**src/rtl/irq_dist_ctrl_pkg.sv**
```systemverilog
package irq_dist_ctrl_pkg;

   localparam int unsigned BIT_G0    = 0;
   localparam int unsigned BIT_G1    = 1;
   localparam int unsigned BIT_G1S   = 2;
   localparam int unsigned BIT_RS    = 4;
   localparam int unsigned BIT_RNS   = 5;
   localparam int unsigned BIT_NS_RT = 4;
   localparam int unsigned BIT_DS    = 6;
   localparam int unsigned BIT_WAKE  = 7;
   localparam int unsigned BIT_SGI   = 8;
   localparam int unsigned BIT_BUSY  = 31;

   localparam int unsigned NUM_GRP   = 3;

   typedef struct packed {
      logic sgi_na;
      logic wake;
      logic ds;
      logic are_ns;
      logic are_s;
      logic g1s;
      logic g1ns;
      logic g0;
   } ctrl_fields_t;

   // fields whose change starts the propagation window
   localparam logic [7:0] TRACK_MASK = 8'h3F;

   typedef enum logic [1:0] {
      VIEW_SEC    = 2'd0,
      VIEW_NSEC   = 2'd1,
      VIEW_SINGLE = 2'd2
   } view_e;

   function automatic view_e pick_view(input logic ds, input logic secure);
      if (ds)
         return VIEW_SINGLE;
      else if (secure)
         return VIEW_SEC;
      else
         return VIEW_NSEC;
   endfunction

endpackage

```
**src/rtl/ctrl_wr_decode.sv**
```systemverilog
module ctrl_wr_decode
   import irq_dist_ctrl_pkg::*;
#(
   parameter int unsigned DATA_W      = 32,
   parameter bit          HAS_WAKE    = 1'b1,
   parameter bit          HAS_SGI_ACT = 1'b1,
   parameter bit          DS_PROG     = 1'b1
) (
   input  ctrl_fields_t      cur,
   input  logic              acc_secure,
   input  logic              wr_en,
   input  logic [DATA_W-1:0] wd,
   output ctrl_fields_t      nxt,
   output logic              tracked_chg
);

   logic  wake_bit;
   logic  sgi_bit;
   logic  ds_bit;
   logic  eff_rns;
   view_e view;
   logic  unused_wd;

   assign unused_wd = ^wd;

   generate
      if (HAS_WAKE) begin : g_wake
         assign wake_bit = wd[BIT_WAKE];
      end else begin : g_no_wake
         assign wake_bit = 1'b0;
      end
      if (HAS_SGI_ACT) begin : g_sgi
         assign sgi_bit = wd[BIT_SGI];
      end else begin : g_no_sgi
         assign sgi_bit = 1'b0;
      end
      if (DS_PROG) begin : g_ds
         assign ds_bit = wd[BIT_DS];
      end else begin : g_no_ds
         assign ds_bit = 1'b0;
      end
   endgenerate

   assign view    = pick_view(cur.ds, acc_secure);
   assign eff_rns = cur.are_s | cur.are_ns;

   always_comb begin
      nxt = cur;
      if (wr_en) begin
         unique case (view)
            VIEW_SINGLE: begin
               nxt.g0    = wd[BIT_G0];
               nxt.g1ns  = wd[BIT_G1];
               nxt.are_s = wd[BIT_RS];
               nxt.wake  = wake_bit;
               if (!(cur.g0 || cur.g1ns))
                  nxt.sgi_na = sgi_bit;
            end
            VIEW_SEC: begin
               nxt.g0    = wd[BIT_G0];
               nxt.g1ns  = wd[BIT_G1];
               if (cur.are_s)
                  nxt.g1s = wd[BIT_G1S];
               nxt.are_s = wd[BIT_RS];
               if (!cur.are_s)
                  nxt.are_ns = wd[BIT_RNS];
               nxt.ds    = ds_bit;
               nxt.wake  = wake_bit;
            end
            VIEW_NSEC: begin
               // alias position chosen by the layout before this write
               nxt.g1ns = eff_rns ? wd[BIT_G1] : wd[BIT_G0];
               if (!cur.are_s)
                  nxt.are_ns = wd[BIT_NS_RT];
            end
            default: ;
         endcase
      end
      if (!nxt.are_s || nxt.ds)
         nxt.g1s = 1'b0;
   end

   assign tracked_chg = |((nxt ^ cur) & TRACK_MASK);

endmodule

```
**src/rtl/ctrl_rd_view.sv**
```systemverilog
module ctrl_rd_view
   import irq_dist_ctrl_pkg::*;
#(
   parameter int unsigned DATA_W = 32
) (
   input  ctrl_fields_t      cur,
   input  logic              acc_secure,
   input  logic              busy,
   output logic [DATA_W-1:0] rd_data
);

   view_e view;
   logic  eff_rns;

   assign view    = pick_view(cur.ds, acc_secure);
   assign eff_rns = cur.are_s | cur.are_ns;

   always_comb begin
      rd_data           = '0;
      rd_data[BIT_BUSY] = busy;
      unique case (view)
         VIEW_SINGLE: begin
            rd_data[BIT_G0]   = cur.g0;
            rd_data[BIT_G1]   = cur.g1ns;
            rd_data[BIT_RS]   = cur.are_s;
            rd_data[BIT_DS]   = 1'b1;
            rd_data[BIT_WAKE] = cur.wake;
            rd_data[BIT_SGI]  = cur.sgi_na;
         end
         VIEW_SEC: begin
            rd_data[BIT_G0]   = cur.g0;
            rd_data[BIT_G1]   = cur.g1ns;
            rd_data[BIT_G1S]  = cur.g1s;
            rd_data[BIT_RS]   = cur.are_s;
            rd_data[BIT_RNS]  = eff_rns;
            rd_data[BIT_DS]   = cur.ds;
            rd_data[BIT_WAKE] = cur.wake;
         end
         VIEW_NSEC: begin
            rd_data[BIT_NS_RT] = eff_rns;
            rd_data[BIT_G1]    = eff_rns & cur.g1ns;
            rd_data[BIT_G0]    = ~eff_rns & cur.g1ns;
         end
         default: ;
      endcase
   end

endmodule

```
**src/rtl/ctrl_pend_timer.sv**
```systemverilog
module ctrl_pend_timer #(
   parameter int unsigned PROP_CYCLES = 4
) (
   input  logic clk,
   input  logic rst_n,
   input  logic restart,
   output logic busy
);

   localparam int unsigned CNT_W = $clog2(PROP_CYCLES + 1);

   logic [CNT_W-1:0] cnt;

   always_ff @(posedge clk) begin
      if (!rst_n)
         cnt <= '0;
      else if (restart)
         cnt <= CNT_W'(PROP_CYCLES);
      else if (cnt != '0)
         cnt <= cnt - 1'b1;
   end

   assign busy = (cnt != '0);

endmodule

```
**src/rtl/ctrl_fall_pulse.sv**
```systemverilog
module ctrl_fall_pulse #(
   parameter int unsigned N = 3
) (
   input  logic         clk,
   input  logic         rst_n,
   input  logic [N-1:0] now_val,
   input  logic [N-1:0] next_val,
   output logic [N-1:0] pulse
);

   generate
      for (genvar i = 0; i < N; i++) begin : g_bit
         always_ff @(posedge clk) begin
            if (!rst_n)
               pulse[i] <= 1'b0;
            else
               pulse[i] <= now_val[i] & ~next_val[i];
         end
      end
   endgenerate

endmodule

```
**src/rtl/irq_dist_ctrl.sv**
```systemverilog
module irq_dist_ctrl
   import irq_dist_ctrl_pkg::*;
#(
   parameter int unsigned DATA_W      = 32,
   parameter int unsigned PROP_CYCLES = 4,
   parameter bit          HAS_WAKE    = 1'b1,
   parameter bit          HAS_SGI_ACT = 1'b1,
   parameter bit          DS_PROG     = 1'b1
) (
   input  logic              clk,
   input  logic              rst_n,
   input  logic              acc_secure,
   input  logic              wr_en,
   input  logic [DATA_W-1:0] wr_data,
   output logic [DATA_W-1:0] rd_data,
   output logic              grp0_en,
   output logic              grp1ns_en,
   output logic              grp1s_en,
   output logic              route_s_en,
   output logic              route_ns_en,
   output logic              sec_disable,
   output logic              wake_pick_en,
   output logic              sgi_no_active,
   output logic              write_pend,
   output logic [2:0]        off_pulse
);

   generate
      if (DATA_W != 32) begin : g_bad_width
         $error("irq_dist_ctrl: DATA_W must be 32");
      end
      if (PROP_CYCLES < 1) begin : g_bad_prop
         $error("irq_dist_ctrl: PROP_CYCLES must be at least 1");
      end
   endgenerate

   ctrl_fields_t cur;
   ctrl_fields_t nxt;
   logic         tracked_chg;

   ctrl_wr_decode #(
      .DATA_W      (DATA_W),
      .HAS_WAKE    (HAS_WAKE),
      .HAS_SGI_ACT (HAS_SGI_ACT),
      .DS_PROG     (DS_PROG)
   ) i_dec (
      .cur         (cur),
      .acc_secure  (acc_secure),
      .wr_en       (wr_en),
      .wd          (wr_data),
      .nxt         (nxt),
      .tracked_chg (tracked_chg)
   );

   always_ff @(posedge clk) begin
      if (!rst_n)
         cur <= '0;
      else
         cur <= nxt;
   end

   ctrl_pend_timer #(
      .PROP_CYCLES (PROP_CYCLES)
   ) i_timer (
      .clk     (clk),
      .rst_n   (rst_n),
      .restart (tracked_chg),
      .busy    (write_pend)
   );

   ctrl_rd_view #(
      .DATA_W (DATA_W)
   ) i_view (
      .cur        (cur),
      .acc_secure (acc_secure),
      .busy       (write_pend),
      .rd_data    (rd_data)
   );

   ctrl_fall_pulse #(
      .N (NUM_GRP)
   ) i_fall (
      .clk      (clk),
      .rst_n    (rst_n),
      .now_val  ({cur.g1s, cur.g1ns, cur.g0}),
      .next_val ({nxt.g1s, nxt.g1ns, nxt.g0}),
      .pulse    (off_pulse)
   );

   assign grp0_en       = cur.g0;
   assign grp1ns_en     = cur.g1ns;
   assign grp1s_en      = cur.g1s;
   assign route_s_en    = cur.are_s;
   assign route_ns_en   = cur.ds ? cur.are_s : (cur.are_s | cur.are_ns);
   assign sec_disable   = cur.ds;
   assign wake_pick_en  = cur.wake;
   assign sgi_no_active = cur.sgi_na;

endmodule

```
**config.mk**
```make
export PLATFORM = sky130hd
export DESIGN_NAME = irq_dist_ctrl
export DESIGN_NICKNAME = d
export VERILOG_FILES = /design/src/rtl/irq_dist_ctrl_pkg.sv /design/src/rtl/ctrl_wr_decode.sv /design/src/rtl/ctrl_rd_view.sv /design/src/rtl/ctrl_pend_timer.sv /design/src/rtl/ctrl_fall_pulse.sv /design/src/rtl/irq_dist_ctrl.sv
export SDC_FILE = /design/constraint.sdc
export NUM_CORES = 1
export LEC_CHECK = 0
export BUFFER_PORTS_ARGS = -buffer_cell sky130_fd_sc_hd__buf_4
export CORE_ASPECT_RATIO = 0.7
export CORE_UTILIZATION = 30
export CTS_CLUSTER_DIAMETER = 80
export CTS_CLUSTER_SIZE = 12
export DETAILED_ROUTE_END_ITERATION = 10
export PLACE_DENSITY = 0.75
export SETUP_SLACK_MARGIN = 0.4
export SLEW_MARGIN = 15
export SYNTH_ARGS = -nofsm -noshare
export SYNTH_HDL_FRONTEND = slang
export SYNTH_SLANG_ARGS = --single-unit
```
**constraint.sdc**
```tcl
create_clock -name clk -period 2 [get_ports clk]
set_clock_uncertainty 0.05 [all_clocks]
set_input_delay 0 -clock clk [delete_from_list [all_inputs] [get_ports clk]]
set_output_delay 0 -clock clk [all_outputs]
set_load 0.05 [all_outputs]
```
Word-level counts from Yosys, hierarchy flattened
Index checks and enable logic that the tools add are counted.
{"block": "totals", "regBits": 14, "inputBits": 36, "word_cells": 63}
{"block": "op_classes", "n_addsub": 1, "eq_ne": 2, "mux": 26, "bitwise": 12, "n_reduce_logical": 9}
{"operator": "two-way mux 1 bit", "count": 17}
{"operator": "two-way mux 8 bit", "count": 1}
{"operator": "case mux 2 bit (2 select lines)", "count": 2}
{"operator": "OR reduction 7 bit", "count": 1}
{"operator": "two-way mux 3 bit", "count": 2}
{"operator": "case mux 1 bit (2 select lines)", "count": 3}
{"operator": "OR reduction 6 bit", "count": 1}
{"operator": "XOR 6 bit", "count": 1}
{"operator": "bitwise AND 1 bit", "count": 5}
{"operator": "inverter 1 bit", "count": 5}
{"operator": "nonzero test 3 bit", "count": 1}
{"operator": "subtractor 3 x 1 -> 3 bit, second input constant", "count": 1}
{"operator": "equality test 2 x 1 -> 1 bit, second input constant", "count": 1}
{"operator": "equality test 2 bit, second input constant", "count": 1}
{"operator": "zero test 2 bit", "count": 1}
{"operator": "logical OR 1 bit", "count": 2}
{"operator": "two-way mux 2 bit", "count": 1}
{"operator": "nonzero test 2 bit", "count": 1}
{"operator": "OR reduction 2 bit", "count": 1}
{"operator": "zero test 1 bit", "count": 1}
{"operator": "OR 1 bit", "count": 1}

Depth between registers and ports, before layout
{"block": "depth", "depth_word": 12, "ltp_mapped": 9, "depth_no_buf": 8}

By module
From an unflattened synthesis, not the netlist that was laid out.
{"block": "hier_totals", "hier_cells": 123, "area_unflattened_um2": 1042.2}
{"module": "ctrl_wr_decode", "n_inst": 1, "cells_each": 44, "area_each_um2": 301.5}
{"module": "ctrl_rd_view", "n_inst": 1, "cells_each": 37, "area_each_um2": 265.3}
{"module": "irq_dist_ctrl", "n_inst": 1, "cells_each": 18, "area_each_um2": 221.5}
{"module": "ctrl_pend_timer", "n_inst": 1, "cells_each": 18, "area_each_um2": 167.7}
{"module": "ctrl_fall_pulse", "n_inst": 1, "cells_each": 6, "area_each_um2": 86.3}

Worst setup path before layout
Ideal clock, no wire load.
{"block": "synth_path", "path_kind": "register to register", "from": "reg sec_disable (netlist name)", "to": "reg i_timer.cnt[0]", "setup_ns": 0.064, "arrival_ns": 2.270, "t_required_ns": 1.886, "slack_ns": -0.384, "path_stages_with_launch": 9, "path_cell_list": "dfxtp_1 -> o21ai_2 -> o21ai_1 -> a21oi_1 -> or3_1 -> ha_1 -> nand4b_1 -> a2111o_1 -> nor2_1"}
{"block": "synth_between", "elab_chain_len": 10, "elab_cells_between_ends": 17, "classes_between": "eq/ne (2); mux (9); bitwise (1); reduce/logical (5)"}
{"item": "two-way mux 2 bit", "line_no": "irq_dist_ctrl_pkg.sv:37", "source": "if (ds)"}
{"item": "equality test 2 bit or zero test 2 bit (tied branches)", "line_no": "ctrl_wr_decode.sv:50", "source": "unique case (view)"}
{"item": "OR reduction 2 bit (no source line)"}
{"item": "two-way mux 1 bit", "line_no": "ctrl_wr_decode.sv:50"}
{"item": "two-way mux 8 bit", "line_no": "ctrl_wr_decode.sv:49", "source": "if (wr_en) begin"}
{"item": "zero test 1 bit", "line_no": "ctrl_wr_decode.sv:79", "source": "if (!nxt.are_s || nxt.ds)"}
{"item": "logical OR 1 bit", "line_no": "ctrl_wr_decode.sv:79"}
{"item": "two-way mux 1 bit", "line_no": "ctrl_wr_decode.sv:79"}
{"item": "XOR 6 bit (*)", "line_no": "ctrl_wr_decode.sv:83", "source": "assign tracked_chg = |((nxt ^ cur) & TRACK_MASK);"}
{"item": "OR reduction 7 bit (no source line) (*)"}
{"item": "end signal, assigned", "line_no": "ctrl_pend_timer.sv:18", "source": "cnt <= CNT_W'(PROP_CYCLES);"}
{"item": "end signal, assigned", "line_no": "ctrl_pend_timer.sv:20", "source": "cnt <= cnt - 1'b1;"}
{"item": "end, declared", "line_no": "ctrl_pend_timer.sv:12", "source": "logic [CNT_W-1:0] cnt;"}
Every way passes the cells marked *; elsewhere a longest branch is shown, timed or not.
A chain may end at the register's enable or synchronous reset.

Worst setup path after layout
{"block": "layout_path", "from": "reg sec_disable (netlist name)", "to": "reg i_timer.cnt[0]"}
{"block": "layout_between", "elab_chain_len": 10, "elab_cells_between_ends": 17, "classes_between": "eq/ne (2); mux (9); bitwise (1); reduce/logical (5)"}
{"item": "two-way mux 2 bit", "line_no": "irq_dist_ctrl_pkg.sv:37"}
{"item": "equality test 2 bit or zero test 2 bit (tied branches)", "line_no": "ctrl_wr_decode.sv:50"}
{"item": "OR reduction 2 bit (no source line)"}
{"item": "two-way mux 1 bit", "line_no": "ctrl_wr_decode.sv:50"}
{"item": "two-way mux 8 bit", "line_no": "ctrl_wr_decode.sv:49"}
{"item": "zero test 1 bit", "line_no": "ctrl_wr_decode.sv:79"}
{"item": "logical OR 1 bit", "line_no": "ctrl_wr_decode.sv:79"}
{"item": "two-way mux 1 bit", "line_no": "ctrl_wr_decode.sv:79"}
{"item": "XOR 6 bit (*)", "line_no": "ctrl_wr_decode.sv:83"}
{"item": "OR reduction 7 bit (no source line) (*)"}
Marks and branches as above.

==> flow_summary.ini <==
[layout]
drive_above_1_share = 0.3232
nets = 207
seqCellArea_um2 = 291.5
diodes = 0
final_core_util = 0.4258
multi_input_comb_area_um2 = 581.8
fill_cells = 319
syn_to_final_growth_pct = 32.97

[timing]
worst_hold_slack_ns = 0.004340
final.min_clock_period_ns = 2.039
clock.fmax_ghz = 0.4905
setup_viol = 2
slew_violations = 0
finalHoldViolCount = 0
layout_setup_ws_ns = -0.03879
finalCritPeriodShare = 1.019
rsz0062_at_grt = true

[critical_path]
cp_data_arrival_time_ns = 2.17
slowest_delay_ns = 0.40
cp_slowest_cell = a2111o_1
critical_path.top_delay_family = compound AO/OA/AOI/OAI gates
reg2reg_depth = 8
timing.rr.start = sec_disable
crit_type = register to register
setup.worst_path.start_class = register
worstPathMaxFanout = 5
timing.rr.end = i_timer.cnt[0]
worst-path-buf-inv = 0
required_ns = 2.13
r2r_slack_ns = -0.04
endpoint_kind = register
critical_path.cell_chain = o21ai_2, o21ai_1, a21oi_1, or3_1, ha_1, nand4b_1, a2111o_1, nor2_1

[route]
via_per_inst = 4.095
route.met2.wl_um = 1075
route.layer.met1.wl_um = 999
drc_errors = 0
first_pass_iters = 4
wl_per_cell_um = 10.53
highest_layer = met4
drtAntennaViolNets = 0
vias = 864
drt_iter0_drc = 50
wl_met3_um = 134
wirelength_um = 2222

[outcome]
violations = negative setup slack
outcome = complete, but fails checks

[logic_synthesis]
synth_edf_count = 0
synth_cell_types = 36
synth_warnings = 0
syn_area_um2 = 1028
async_flop_share = 0
synthesis.instances = 122
synthFlopType = dfxtp_1
synth.avg_cell_area_um2 = 8.430
ys_seq_elements = 14
ys_seq_area_frac = 0.2725

[hold_path]
min_path_cells = 3
hold_path_startpoint = wr_data[0]
whs_endpoint = grp0_en
hp-class = primary input to register

[placement]
globalplace.congestion = 0.7710
hpwl_um = 1637
io_buffers = 32

[clock_tree]
cts_tree = built
cts_num_sinks = 14
insertion_delay_ns = 0.24
numCtsBuffers = 3
cts.clk_slew.worst_paths_ns = 0.06
htree_levels = 1
clockBufferDepth = 2
root_buffer = clkbuf_8

[power_and_ir_drop]
comb_power_share = 0.426
pwr-share-clk = 0.248
peakVddDrop_mv = 0.3149
switching_share = 0.4209
leakagePower_nw = 0.6989
power_frac_seq = 0.326
p_switching_uw = 399.5
power_per_cell_area_nw_per_um2 = 694.0
p_int_uw = 549.7

[global_routing]
grt_pass1_vias = 699
grtUsageTotal = 0.1148
grt_max_degree = 12
grt_pass1_wl_um = 3222
grt-ovfl-total = 0
antenna_found_initial = 0

[die]
start_util = 0.3202
die_area_um2 = 3670
ios = 80
coreArea_um2 = 3212
rows = 17
die_h_um = 50.99
die_w_um = 71.98

[job]
maxCapViolCount = 0
## worst register-to-register path: stages, from the launching register on
cell and delay [ns]:
dfxtp_4 0.39, o21ai_2 0.08, o21ai_1 0.12, a21oi_1 0.06, or3_1 0.35, ha_1 0.28, nand4b_1 0.14, a2111o_1 0.40
nor2_1 0.10
## synthesized netlist by cell type, drive strengths merged, types with 2 or more instances
master   n  area [um^2]
a211oi   2        15.01
a21o     2        15.01
a21oi    7        35.03
and2     4        25.02
buf     27        210.2
clkbuf   2        17.51
dfxtp   14        280.3
ha       6        75.07
inv      8        30.03
mux2i    5        53.80
nand2   10        37.54
nor2     9        33.78
nor2b    3        18.77
nor4     2        18.77
o211a    2        20.02
o21ai    4        23.77
xnor2    2        17.52
## kinds of logic (layout without fill, tap and decap cells)
logic type,count (synthesis),after routing,synth area share
AO/OA/AOI/OAI,19,19,0.1241
XOR/XNOR,3,3,0.02555
adder cells (fa/ha/maj),6,6,0.07299
buffers and inverters,37,57,0.2506
flip-flops,14,14,0.2725
multiplexers,5,5,0.05231
other,1,23,0.003646
AND/OR/NAND/NOR,37,37,0.1983
## worst max path at each step
| stage | cells after the start | start | slack [ns] | endpoint |
|---|---|---|---|---|
| 4_1_cts | 8 | sec_disable | 0.04 | i_timer.cnt[1] |
| 5_1_grt | 8 | grp1s_en | -0.11 | i_timer.cnt[0] |
| 6_report | 8 | sec_disable | -0.04 | i_timer.cnt[0] |
| 3_3_place_gp | 8 | sec_disable | 0.05 | i_timer.cnt[1] |
| 2_1_floorplan | 9 | route_s_en | -0.001 | i_timer.cnt[0] |
| 3_5_place_dp | 8 | sec_disable | 0.003 | i_timer.cnt[1] |
## flip-flops by register name, indices dropped and copies added (netlist names)
| name | cells |
|---|---|
| i_fall.pulse | 3 |
| grp1s_en | 1 |
| route_s_en | 1 |
| sgi_no_active | 1 |
| cur | 1 |
| grp0_en | 1 |
| grp1ns_en | 1 |
| i_timer.cnt | 3 |
| wake_pick_en | 1 |
| sec_disable | 1 |
## power groups by stage
| stage | combinational, mW | sequential, mW | clock [mW] |
|---|---|---|---|
| 2_1_floorplan | 0.313 | 0.340 | 0 |
| 3_3_place_gp | 0.378 | 0.316 | 0 |
| 3_5_place_dp | 0.381 | 0.317 | 0 |
| 4_1_cts | 0.390 | 0.312 | 0.243 |
| 5_1_grt | 0.428 | 0.312 | 0.257 |
| 6_report | 0.404 | 0.309 | 0.236 |
## what timing repair did
item,4_1_cts,5_1_grt
endpoints found under the setup margin,3,3
resized for setup,1,2
pin swaps,0,5
buffers inserted,0,5
hold buffers,4,0
endpoints found under the hold margin,8,0
## through the flow
| step | std cells | setup TNS (ns) | setup slack [ns] | power (mW) | cell area (um^2) |
|---|---|---|---|---|---|
| 2_1_floorplan | 144 | -0.002309 | -0.001154 | 0.6533 | 1120 |
| 3_3_place_gp | 198 | 0 | 0.04702 | 0.6946 | 1221 |
| 3_5_place_dp | 198 | 0 | 0.002806 | 0.6982 | 1221 |
| 4_1_cts | 206 | 0 | 0.03697 | 0.9453 | 1315 |
| 5_1_grt | 211 | -0.2040 | -0.1085 | 0.9966 | 1368 |
| 6_report | 211 | -0.07113 | -0.03879 | 0.9491 | 1368 |
## layer usage
| layer | up-vias | global-route usage |
|---|---|---|
| met5 | - | 0 |
| met4 | 0 | 0.02941 |
| met3 | 2 | 0.05128 |
| met2 | 21 | 0.1840 |
| met1 | 400 | 0.1405 |
| li1 | 441 | - |
## placed cells by master (no fill, tap or decap), types with 2 or more instances in the layout
cell type and count:
buf_4 40, conb_1 23, dfxtp_1 11, nand2_1 10, nor2_1 9, inv_1 8
a21oi_1 7, ha_1 6, mux2i_1 4, and2_1 4, dlygate4sd3_1 4, nor2b_1 3
clkbuf_8 3, dfxtp_4 3, a21o_1 2, o21ai_1 2, o211a_1 2, xnor2_1 2
a211oi_1 2
## area by class of cell
class	count	area share
Timing Repair Buffer	45	0.2635
Sequential cell	14	0.2132
Clock buffer	3	0.03019
Multi-Input combinational cell	93	0.4254
Inverter	8	0.02196
Tap cell	47	0.04300
Clock inverter	1	0.002745
Note: power is estimated with default switching activity, not from simulation.
